[src/rtl/wdog_pkg.sv]
package wdog_pkg;

    localparam int unsigned ADDR_W  = 1;
    localparam int unsigned DATA_W  = 8;
    localparam int unsigned EXP_W   = 5;
    localparam int unsigned MAX_EXP = 24;

    localparam logic [ADDR_W-1:0] ADDR_CTRL = 1'b0;
    localparam logic [ADDR_W-1:0] ADDR_SVC  = 1'b1;

    localparam logic [DATA_W-1:0] KEY_ARM  = 8'h55;
    localparam logic [DATA_W-1:0] KEY_FIRE = 8'hAA;

    typedef struct packed {
        logic       presc;
        logic [1:0] sel;
    } wd_cfg_t;

    typedef enum logic {
        SEQ_IDLE  = 1'b0,
        SEQ_ARMED = 1'b1
    } seq_state_t;

    // log2 of the unscaled time-out ratio
    function automatic logic [EXP_W-1:0] ratio_exp(wd_cfg_t c);
        logic [EXP_W-1:0] step;
        step = {2'b00, c.sel, 1'b0};
        return c.presc ? (5'd18 + step) : (5'd9 + step);
    endfunction

    function automatic wd_cfg_t cfg_from_byte(logic [DATA_W-1:0] b);
        wd_cfg_t c;
        c.presc = b[2];
        c.sel   = b[1:0];
        return c;
    endfunction

endpackage

[src/rtl/wdog_keyseq.sv]
module wdog_keyseq
    import wdog_pkg::*;
(
    input  logic              clk,
    input  logic              rst,
    input  logic              wr_en,
    input  logic              svc_sel,
    input  logic [DATA_W-1:0] wr_data,
    output logic              svc_o
);

    seq_state_t state_q;
    logic       svc_wr;

    assign svc_wr = wr_en && svc_sel;
    assign svc_o  = svc_wr && (wr_data == KEY_FIRE) && (state_q == SEQ_ARMED);

    always_ff @(posedge clk) begin
        if (rst) begin
            state_q <= SEQ_IDLE;
        end else if (svc_wr) begin
            state_q <= (wr_data == KEY_ARM) ? SEQ_ARMED : SEQ_IDLE;
        end
    end

    AST_OTHER_DISARMS: assert property (@(posedge clk) disable iff (rst)
        (svc_wr && wr_data != KEY_ARM) |=> (state_q == SEQ_IDLE));

    AST_CTRL_KEEPS_ARM: assert property (@(posedge clk) disable iff (rst)
        (!svc_wr) |=> $stable(state_q));

endmodule

[src/rtl/wdog_cfg.sv]
module wdog_cfg
    import wdog_pkg::*;
(
    input  logic    clk,
    input  logic    rst,
    input  logic    strap,
    input  logic    cfg_we,
    input  wd_cfg_t cfg_in,
    input  logic    svc,
    output wd_cfg_t active_o
);

    wd_cfg_t pending_q;
    wd_cfg_t active_q;

    always_ff @(posedge clk) begin
        if (rst) begin
            pending_q.presc <= strap;
            pending_q.sel   <= 2'b00;
        end else if (cfg_we) begin
            pending_q <= cfg_in;
        end
    end

    always_ff @(posedge clk) begin
        if (rst) begin
            active_q.presc <= strap;
            active_q.sel   <= 2'b00;
        end else if (svc) begin
            active_q <= pending_q;
        end
    end

    assign active_o = active_q;

    AST_ACTIVE_HELD: assert property (@(posedge clk) disable iff (rst)
        (!svc) |=> $stable(active_o));

    AST_ACTIVE_LOADS: assert property (@(posedge clk) disable iff (rst)
        svc |=> (active_o == $past(pending_q)));

endmodule

[src/rtl/wdog_counter.sv]
module wdog_counter
    import wdog_pkg::*;
#(
    parameter int unsigned SCALE_SHIFT = 0
) (
    input  logic    clk,
    input  logic    rst,
    input  logic    en,
    input  logic    svc,
    input  wd_cfg_t active,
    output logic    req_o
);

    localparam int unsigned CNT_W = MAX_EXP - SCALE_SHIFT;

    logic [EXP_W-1:0] eff_exp;
    logic [CNT_W:0]   ratio;
    logic [CNT_W-1:0] last;
    logic [CNT_W-1:0] cnt_q;
    logic             at_end;

    assign eff_exp = ratio_exp(active) - EXP_W'(SCALE_SHIFT);
    assign ratio   = (CNT_W+1)'(1) << eff_exp;
    assign last    = CNT_W'(ratio - (CNT_W+1)'(1));
    assign at_end  = (cnt_q == last);

    always_ff @(posedge clk) begin
        if (rst) begin
            cnt_q <= '0;
            req_o <= 1'b0;
        end else begin
            req_o <= en && !svc && at_end;
            if (!en || svc || at_end) begin
                cnt_q <= '0;
            end else begin
                cnt_q <= cnt_q + CNT_W'(1);
            end
        end
    end

    AST_PULSE_SINGLE: assert property (@(posedge clk) disable iff (rst)
        req_o |=> !req_o);

    AST_CNT_IN_RANGE: assert property (@(posedge clk) disable iff (rst)
        cnt_q <= last);

    AST_HOLD_DISABLED: assert property (@(posedge clk) disable iff (rst)
        (!en) |=> (cnt_q == '0 && !req_o));

    AST_SVC_RESTART: assert property (@(posedge clk) disable iff (rst)
        svc |=> (cnt_q == '0 && !req_o));

endmodule

[src/rtl/sw_watchdog.sv]
module sw_watchdog
    import wdog_pkg::*;
#(
    parameter int unsigned SCALE_SHIFT = 0
) (
    input  logic              clk,
    input  logic              rst,
    input  logic              mode_strap,
    input  logic              wd_enable,
    input  logic              wr_en,
    input  logic [ADDR_W-1:0] wr_addr,
    input  logic [DATA_W-1:0] wr_data,
    output logic              wd_rst_req
);

    logic    svc_sel;
    logic    cfg_we;
    logic    svc;
    wd_cfg_t cfg_in;
    wd_cfg_t active;

    assign svc_sel = (wr_addr == ADDR_SVC);
    assign cfg_we  = wr_en && (wr_addr == ADDR_CTRL);
    assign cfg_in  = cfg_from_byte(wr_data);

    wdog_keyseq u_keyseq (
        .clk     (clk),
        .rst     (rst),
        .wr_en   (wr_en),
        .svc_sel (svc_sel),
        .wr_data (wr_data),
        .svc_o   (svc)
    );

    wdog_cfg u_cfg (
        .clk      (clk),
        .rst      (rst),
        .strap    (mode_strap),
        .cfg_we   (cfg_we),
        .cfg_in   (cfg_in),
        .svc      (svc),
        .active_o (active)
    );

    wdog_counter #(
        .SCALE_SHIFT (SCALE_SHIFT)
    ) u_counter (
        .clk    (clk),
        .rst    (rst),
        .en     (wd_enable),
        .svc    (svc),
        .active (active),
        .req_o  (wd_rst_req)
    );

    AST_QUIET_IN_RESET: assert property (@(posedge clk)
        rst |=> !wd_rst_req);

endmodule

[config.mk]
export PLATFORM = sky130hd
export DESIGN_NAME = sw_watchdog
export DESIGN_NICKNAME = d
export VERILOG_FILES = /design/src/rtl/wdog_pkg.sv /design/src/rtl/wdog_keyseq.sv /design/src/rtl/wdog_cfg.sv /design/src/rtl/wdog_counter.sv /design/src/rtl/sw_watchdog.sv
export SDC_FILE = /design/constraint.sdc
export NUM_CORES = 1
export LEC_CHECK = 0
export BUFFER_PORTS_ARGS = -buffer_cell sky130_fd_sc_hd__buf_2
export CORE_MARGIN = 2
export CORE_UTILIZATION = 50
export DETAILED_ROUTE_END_ITERATION = 10
export PLACE_DENSITY = 0.69
export SLEW_MARGIN = 20
export SYNTH_ARGS = -nofsm -noshare
export SYNTH_HDL_FRONTEND = slang
export SYNTH_HIERARCHICAL = 1
export SYNTH_SLANG_ARGS = --single-unit
[constraint.sdc]
create_clock -name clk -period 2.81 [get_ports clk]
set_input_delay 0.7025 -clock clk [delete_from_list [all_inputs] [get_ports clk]]
set_output_delay 0.7025 -clock clk [all_outputs]
set_load 0.02 [all_outputs]
==> results of run 1 <==
## Yosys cell counts
| master | number |
|---|---|
| clkbuf_1 | 5 |
| dfxtp_1 | 30 |
| nand2_1 | 13 |
| buf_6 | 1 |
| nor4_1 | 1 |
| nand3b_1 | 2 |
| nor3_1 | 26 |
| a211o_1 | 1 |
| nor4bb_1 | 2 |
| a21oi_1 | 5 |
| and2b_2 | 2 |
| xnor2_1 | 13 |
| and3b_1 | 1 |
| o21a_1 | 1 |
| nor4_2 | 1 |
| and3_1 | 2 |
| or2_2 | 1 |
| xor2_1 | 7 |
| ha_1 | 2 |
| or3b_1 | 2 |
| nor2b_4 | 1 |
| mux2i_1 | 6 |
| o21ai_0 | 5 |
| nor2_1 | 15 |
| a32o_1 | 1 |
| and2_1 | 1 |
| nand4_1 | 8 |
| nor2b_1 | 1 |
| nor3b_1 | 1 |
| or2_1 | 2 |
| inv_1 | 3 |
| and4_1 | 5 |
| a211oi_1 | 1 |
| nand4bb_1 | 1 |
| a2111oi_0 | 2 |
| or3_1 | 2 |
| nand2b_1 | 1 |
| edfxtp_1 | 2 |
| nand3_1 | 7 |
| buf_12 | 1 |
| o22ai_1 | 1 |
## worst max-delay path: stages (launching register included)
cell       delay, ns
dfxtp_1         0.43
ha_1            0.29
or3b_1          0.40
a211o_1         0.29
a2111oi_0       0.35
and4_1          0.23
buf_4           0.23
and2b_2         0.17
## layer usage
layer,vias to the layer above,track usage (%),wire [µm]
met5,-,0,0
met4,0,7.90,38
met3,4,5.67,126
met2,27,33.1,1510
met1,627,25.8,1600
li1,705,-,-
## flip-flops by register name, summed over array words and instances, names as in the netlist
register,cells
u_counter/req_o,1
u_keyseq/state_q,1
u_counter/cnt_q,24
u_cfg/active_o,3
u_cfg/pending_q,3
## area by class of cell
cell class,count,area (µm²),area share [%]
Multi-Input combinational cell,143,925,50.7
Sequential cell,32,661,36.2
Timing Repair Buffer,18,113,6.17
Clock buffer,7,55.1,3.02
Tap cell,44,55.1,3.02
Inverter,3,11.3,0.617
Clock inverter,1,6.26,0.343
## power breakdown
group          switching, mW  internal (mW)  leakage [nW]  total (mW)
logic                 0.0219         0.0219         0.337      0.0438
registers            0.00499          0.464         0.262       0.469
clock network          0.161          0.123        0.0358       0.284
total                  0.187          0.609         0.634       0.796
## cells in the final DEF, fill, tap and decap left out, drive strengths merged, types with 6 or more instances in the layout
master and count:
dfxtp 30, nor3 26, buf 18, nor2 15, nand2 13, xnor2 13
nand4 8, nand3 7, xor2 7, clkbuf 7, mux2i 6
## kinds of logic (layout without fill, tap and decap cells)
kind of cell	Yosys count	in the layout
muxes	6	6
adders and majority gates	2	2
and+or+nand+nor	98	98
xor gates and xnor gates	20	20
buffers and inverters	10	29
AOI/OAI and AO/OA	17	17
DFF	32	32
## path summary, 6_finish.rpt
kind | end | slack (ns) | cells after the start
min | u_counter/cnt_q[0]$_SDFF_PP0_ | 0.48 | 1
max | u_counter/req_o$_SDFF_PP0_ | 0.38 | 7
min reg2reg | u_counter/cnt_q[0]$_SDFF_PP0_ | 0.48 | 1
max reg2reg | u_counter/req_o$_SDFF_PP0_ | 0.38 | 7
==> impl_results.md, run 1 <==
* Peak VDD IR at 0.279 mV
* Yosys top cell area share at 36.5%
* IO Port Bufs at 14
* Power Dens Cells at 436 nW/µm²
* Clock Pin Slew Worst Setup and Hold Paths at 0.10 ns
* # DRC at 0
* Longest Clk Path Bufs at 2
* Final WS setup at 0.376 ns
* TritonRoute pass-1 iters at 4
* Hold crit path type: reg2reg
* Compound-Gate Fraction of Synth Area at 6.53%
* Crit path max fanout at 18
* Antenna-violating nets left at 0
* Setup CP Type: reg2reg
* Initial Utilization at 53.1%
* Initial drt markers at 57
* Largest net degree at the start of global routing at 19
* Synth Area in Adders at 1.52%
* Cell taking the most area after synthesis: dfxtp_1
* DR WL/cell at 13.2 µm
* CP startpoint kind: flip-flop
* Critical Path Sink Type: flip-flop
* Root Buffer Master: clkbuf_4
* Fin Hold WS at 0.481 ns
* Num rows at 20
* Placed inst area at 1760 µm²
* CP startpoint: u_cfg/active_o[1]$_SDFFE_PP0P_
* Fill count at 297
* Initial antenna violation count at 0
* RSZ-0062 raised after global routing: no
* Status: finished, final reports clean
* Ys Warns at 6
* Detailed Route WL at 3.28 mm
* Final core occ at 58.8%
* Dpl ws at 0.402 ns
* Placer Congestion at 0.789
* Post_cts resized at 0
* HPWL Detailed at 2.39 mm
* Dpl cells at 240
* Worst r2r src: u_cfg/active_o[1]$_SDFFE_PP0P_
* Die ar. at 3770 µm²
* Unique cell type count in the Yosys netlist at 41
* GR Util All Layers at 20.4%
* CTS Buf Count at 5
* Die Height at 61.4 µm
* Sequential element share of the synthesized area at 40.1%
* Setup tns final at 0 ns
* # setup viols final at 0
* TritonCTS clock tree: done
* Post-Synthesis Cells at 185
* Die X at 61.4 µm
* Post-synthesis instance area at 1650 µm²
* Post-route cell area at 1830 µm²
* Htree depth at 2
* FF+latch count, synth at 32
* Hold_buf cts at 0
* Final min period at 2.43 ns
* Max_slew headroom at 73.1%
* Number of global-route vias before repair at 1,288
* Combinational family with the most area after synthesis: simple AND/OR/NAND/NOR gates
* Clock skew at 0.0152 ns
* Non-Filler Instances at 248
* Syn_nets at 201
* Final Hold Fails at 0
* Count of pins over their slew limit at 0
* Area Overhead vs Synth at 10.9%
* Clk_lat worst skew at 0.34 ns
* NumNets Final at 219
* Peak Freq at 0.411 GHz
* ANT cells at 0
* Ports at 15
* Mux cell area share after synthesis at 3.65%
* Share of cells above drive strength 1 at 14.7%
* Vias per cell at 5.50
* Fin crit share at 86.6%
* Power Total at 0.796 mW
* Post-CTS Setup Inserts at 0
* Synth top area cells: dfxtp_1 (36%), nor3_1 (7.9%), xnor2_1 (6.9%)
* Worst EP required at 3.09 ns
* Hold Startpoint: u_counter/cnt_q[0]$_SDFF_PP0_
* Total vias in the final route at 1,363
* Simple-gate share of the synthesized area at 33.8%
* LEAKAGE at 0.634 nW
* Placeable Area at 3100 µm²
* First-pass GRT wire length at 5.58 mm
* Max Cap Viol at 0
* Worst Path Arrival at 2.71 ns
* Avg Cell Area, Syn at 8.90 µm²
* Clock Sinks at 32
* Gr ovfl total at 0
* Xor-xnor portion of the synthesized cell area at 10.6%
* Worst slew pin tran at 0.402 ns
(Power assumes the default switching activity.)
==> run 2: changes to the inputs <==
- CORE_ASPECT_RATIO: not set -> 0.6
==> run 2 against run 1 <==
Worst hold slack gained 0.012 ns; critical path type unchanged; non-clock buffer count is the same; clock power grew 24%; highest routed layer unchanged; global-route usage shrank 0.20 points; utilization shrank 1.3 points; power grew 8.7%; fmax shrank 4.4%; first-iteration DRC count grew 63%; routed wire length grew 5.5%; critical path depth is the same.
==> impl_results.md, run 2 (synthesis results as in run 1) <==
* Status: finished, final reports clean (unchanged)
* Setup tns final at 0 ns (unchanged)
* Dpl cells at 241 (was 240)
* Slowest CP cell: dfxtp_1 (unchanged)
* Clock Sinks at 32 (unchanged)
* Most common cell after layout, fill and taps aside: dfxtp_1 (unchanged)
* # setup viols final at 0 (unchanged)
* Peak Freq at 0.393 GHz (was 0.411 GHz)
* TritonCTS clock tree: done (unchanged)
* Max Cap Viol at 0 (unchanged)
* Final Hold Fails at 0 (unchanged)
* Count of pins over their slew limit at 0 (unchanged)
* Number of global-route vias before repair at 1,268 (was 1,288)
* Hold_buf cts at 0 (unchanged)
* DR WL/cell at 13.9 µm (was 13.2 µm)
* Worst Path Buf+Inv at 1 (unchanged)
* Num rows at 16 (was 20)
* Clk_lat worst skew at 0.27 ns (was 0.34 ns)
* Root Buffer Master: clkbuf_8 (was clkbuf_4)
* Longest Clk Path Bufs at 2 (unchanged)
* Most frequent cells in the layout: dfxtp_1 (30), nor3_1 (26), nor2_1 (15) (unchanged)
* Htree depth at 2 (unchanged)
* Worst-path cell chain: ha_1 > or3b_1 > a211o_1 > a2111oi_0 > and4_1 > buf_4 > nor3_1 (was ha_1 > or3b_1 > a211o_1 > a2111oi_0 > and4_1 > buf_4 > and2b_2)
* Crit path max fanout at 14 (was 18)
* Max reg flops at 24 (unchanged)
* LEAKAGE at 0.638 nW (was 0.634 nW)
* Setup CP Type: reg2reg (unchanged)
* Post-CTS Setup Inserts at 0 (unchanged)
* Clock skew at 0.00366 ns (was 0.0152 ns)
* Crit-path leading delay family: simple AND/OR/NAND/NOR gates (unchanged)
* Initial drt markers at 93 (was 57)
* Peak VDD IR at 0.234 mV (was 0.279 mV)
* Initial Utilization at 51.4% (was 53.1%)
* CP max stage delay at 0.43 ns (about the same)
* Vias per cell at 5.55 (was 5.50)
* Register with the most flip-flops: u_counter/cnt_q (unchanged)
* Ports at 15 (unchanged)
* HPWL Detailed at 2.56 mm (was 2.39 mm)
* Power Dens Cells at 470 nW/µm² (was 436 nW/µm²)
* Power Total at 0.866 mW (was 0.796 mW)
* Final min period at 2.55 ns (was 2.43 ns)
* CTS Buf Count at 5 (unchanged)
* Worst Path Arrival at 2.70 ns (was 2.71 ns)
* TritonRoute pass-1 iters at 4 (unchanged)
* Total vias in the final route at 1,382 (was 1,363)
* Die ar. at 3780 µm² (was 3770 µm²)
* Fin crit share at 90.6% (was 86.6%)
* Largest net degree at the start of global routing at 17 (was 19)
* Area Overhead vs Synth at 11.9% (was 10.9%)
* Post_cts resized at 0 (unchanged)
* ANT cells at 0 (unchanged)
* Antenna-violating nets left at 0 (unchanged)
* Max_slew headroom at 69.9% (was 73.1%)
* Initial antenna violation count at 0 (unchanged)
* Detailed Route WL at 3.46 mm (was 3.28 mm)
* Final core occ at 57.5% (was 58.8%)
* Hold crit path type: reg2reg (unchanged)
* Gr ovfl total at 0 (unchanged)
* NumNets Final at 219 (unchanged)
* Placed inst area at 1750 µm² (was 1760 µm²)
* GR Util All Layers at 20.2% (was 20.4%)
* Placer Congestion at 0.882 (was 0.789)
* Clock Pin Slew Worst Setup and Hold Paths at 0.06 ns (was 0.10 ns)
* Worst EP required at 2.97 ns (was 3.09 ns)
* Placeable Area at 3200 µm² (was 3100 µm²)
* RSZ-0062 raised after global routing: no (unchanged)
* # DRC at 0 (unchanged)
* IO Port Bufs at 14 (unchanged)
* CP startpoint kind: flip-flop (unchanged)
* First-pass GRT wire length at 5.98 mm (was 5.58 mm)
* Post-route cell area at 1840 µm² (was 1830 µm²)
* Die Height at 48.5 µm (was 61.4 µm)
* Worst slew pin tran at 0.441 ns (was 0.402 ns)
* Share of cells above drive strength 1 at 14.2% (was 14.7%)
* Die X at 78.1 µm (was 61.4 µm)
* Critical Path Sink Type: flip-flop (unchanged)
* Non-Filler Instances at 249 (was 248)
==> run 2: cell count changes in the layout (fill, tap and decap cells not counted), sizes merged <==
cell	delta
clkbuf	+1
inv	-1
==> run 2: final cells by class <==
class | instances | area (µm²)
fillers | 301 | 1360
well taps | 45 | 56.3
clock buffers | 8 | 90.1
flip-flops and latches | 32 | 661
multi-input cells | 143 | 925
repair buffers | 18 | 100
inverters | 3 | 11.3
==> run 2: final timing paths <==
kind | from | endpoint | slack [ns] | depth (start not counted)
setup / recovery | u_cfg/active_o[1]$_SDFFE_PP0P_ | u_counter/cnt_q[7]$_SDFF_PP0_ | 0.26 | 7
hold / removal | u_counter/cnt_q[0]$_SDFF_PP0_ | u_counter/cnt_q[0]$_SDFF_PP0_ | 0.49 | 1
hold reg to reg | u_counter/cnt_q[0]$_SDFF_PP0_ | u_counter/cnt_q[0]$_SDFF_PP0_ | 0.49 | 1
setup reg to reg | u_cfg/active_o[1]$_SDFFE_PP0P_ | u_counter/cnt_q[7]$_SDFF_PP0_ | 0.26 | 7
==> run 2: routing by layer <==
metal  routed length [µm]  up-vias  track usage [%]
li1                     -      701                -
met1                 1950      638             30.7
met2                 1290       34             27.2
met3                  174        9             5.41
met4                   43        0             7.02
met5                    0        -                0
==> run 2: stage by stage <==
stage | hold slack [ns] | worst slack (ns)
3_5_place_dp | 0.486 | 0.311
4_1_cts | 0.495 | 0.278
5_1_grt | 0.530 | 0.0128
6_report | 0.493 | 0.263
2_1_floorplan | 0.442 | 0.537
3_3_place_gp | 0.469 | 0.384
==> run 2: report_power, final <==
| part | switching (mW) | total [mW] | internal (mW) |
|---|---|---|---|
| sequential | 0.00557 | 0.470 | 0.464 |
| combinational | 0.0225 | 0.0425 | 0.0201 |
| clock | 0.154 | 0.353 | 0.199 |
| total | 0.182 | 0.866 | 0.684 |
==> run 3: changes to the inputs <==
- CTS_BUF_LIST: not set -> sky130_fd_sc_hd__clkbuf_8
- TNS_END_PERCENT: not set -> 50
==> run 3 against run 2 <==
Die area stayed put; global-route usage is the same; via count about the same; critical path type unchanged.
==> impl_results.md, run 3 (synthesis results as in run 1) <==
* Die ar. at 3780 µm² (unchanged)
* CP startpoint: u_cfg/active_o[1]$_SDFFE_PP0P_ (unchanged)
* CTS Buf Count at 5 (unchanged)
* Fin Hold WS at 0.493 ns (about the same)
* # setup viols final at 0 (unchanged)
* Total vias in the final route at 1,383 (was 1,382)
* RSZ-0062 raised after global routing: no (unchanged)
* NumNets Final at 219 (unchanged)
* Worst slew pin tran at 0.484 ns (was 0.441 ns)
* Count of pins over their slew limit at 0 (unchanged)
* Htree depth at 2 (unchanged)
* Initial Utilization at 51.4% (unchanged)
* Worst r2r src: u_cfg/active_o[1]$_SDFFE_PP0P_ (unchanged)
* Post-CTS Setup Inserts at 0 (unchanged)
* Power Dens Cells at 466 nW/µm² (was 470 nW/µm²)
* Detailed Route WL at 3.46 mm (about the same)
* Post_cts resized at 0 (unchanged)
* Max reg flops at 24 (unchanged)
* Non-Filler Instances at 249 (unchanged)
* Worst EP required at 2.97 ns (about the same)
* Critical Path Sink Type: flip-flop (unchanged)
* Setup tns final at 0 ns (unchanged)
* Longest Clk Path Bufs at 2 (unchanged)
* Clock Pin Slew Worst Setup and Hold Paths at 0.06 ns (about the same)
* Setup CP Type: reg2reg (unchanged)
* First-pass GRT wire length at 5.98 mm (unchanged)
* Hold Startpoint: u_counter/cnt_q[0]$_SDFF_PP0_ (unchanged)
* Final core occ at 57.5% (unchanged)
* Max Cap Viol at 0 (unchanged)
* Vias per cell at 5.55 (about the same)
* CP startpoint kind: flip-flop (unchanged)
* Power Total at 0.859 mW (was 0.866 mW)
* Hold_buf cts at 0 (unchanged)
* Die Height at 48.5 µm (unchanged)
* # DRC at 0 (unchanged)
* Post-route cell area at 1840 µm² (unchanged)
* Crit path max fanout at 14 (unchanged)
* Ports at 15 (unchanged)
* Root Buffer Master: clkbuf_8 (unchanged)
* Register with the most flip-flops: u_counter/cnt_q (unchanged)
* Initial antenna violation count at 0 (unchanged)
* Largest net degree at the start of global routing at 17 (unchanged)
* Peak Freq at 0.393 GHz (about the same)
* Clock skew at 0.00357 ns (was 0.00366 ns)
* Antenna-violating nets left at 0 (unchanged)
* Num rows at 16 (unchanged)
* Placer Congestion at 0.882 (unchanged)
* Gr ovfl total at 0 (unchanged)
* Final WS setup at 0.264 ns (was 0.263 ns)
* GR Util All Layers at 20.2% (unchanged)
* TritonCTS clock tree: done (unchanged)
* Share of cells above drive strength 1 at 14.2% (unchanged)
* Dpl cells at 241 (unchanged)
* Placed inst area at 1750 µm² (unchanged)
* Die X at 78.1 µm (unchanged)
* Clock Sinks at 32 (unchanged)
* Max_slew headroom at 66.9% (was 69.9%)
* Number of global-route vias before repair at 1,268 (unchanged)
* DR WL/cell at 13.9 µm (about the same)
* Dpl ws at 0.311 ns (unchanged)
* Most frequent cells in the layout: dfxtp_1 (30), nor3_1 (26), nor2_1 (15) (unchanged)
* Clk_lat worst skew at 0.27 ns (about the same)
* IO Port Bufs at 14 (unchanged)
* Placeable Area at 3200 µm² (unchanged)
* Peak VDD IR at 0.224 mV (was 0.234 mV)
* Hold crit path type: reg2reg (unchanged)
* Most common cell after layout, fill and taps aside: dfxtp_1 (unchanged)
* Final Hold Fails at 0 (unchanged)
* Initial drt markers at 96 (was 93)
* Status: finished, final reports clean (unchanged)
* TritonRoute pass-1 iters at 4 (unchanged)
* LEAKAGE at 0.647 nW (was 0.638 nW)
* HPWL Detailed at 2.56 mm (unchanged)
* Area Overhead vs Synth at 11.9% (unchanged)
* ANT cells at 0 (unchanged)
* Final min period at 2.55 ns (about the same)
* Worst Path Arrival at 2.70 ns (about the same)
* Fin crit share at 90.6% (about the same)
## run 3: cell count changes in the layout (fill, tap and decap cells not counted)
cell	previous run	this run
clkbuf_1	2	0
inv_1	3	5
## run 3: final cells by class
type,count,area (µm²)
fillers,301,1360
multi-input cells,143,925
flip-flops and latches,32,661
repair buffers,18,100
clock buffers,6,82.6
well taps,45,56.3
inverters,3,11.3
clock inverters,2,7.51
## run 3: per-layer routing
metal	share of wire, %	GRT usage [%]	up-vias	routed length [µm]
met1	56	30.7	637	1930
met4	1.2	7.02	0	40
li1	-	-	701	-
met5	0	0	-	0
met2	38	27.2	36	1300
met3	5.2	5.41	9	180
## run 3: worst max-delay path, cell delays in order (launching register included)
cell	delay, ns
dfxtp_1	0.43
ha_1	0.30
or3b_1	0.40
a211o_1	0.30
a2111oi_0	0.36
and4_1	0.33
buf_4	0.23
nor3_1	0.07
## run 3: power breakdown
group	switching [mW]	internal [mW]
Combinational	0.0225	0.0201
Clock	0.154	0.192
Sequential	0.00565	0.464
Total	0.182	0.676
## run 3: worst paths after layout
check / to / slack (ns) / cells after the start
worst max-delay path: u_counter/cnt_q[7]$_SDFF_PP0_ / 0.26 / 7
worst min-delay path: u_counter/cnt_q[0]$_SDFF_PP0_ / 0.49 / 1
worst max register to register: u_counter/cnt_q[7]$_SDFF_PP0_ / 0.26 / 7
worst min register to register: u_counter/cnt_q[0]$_SDFF_PP0_ / 0.49 / 1
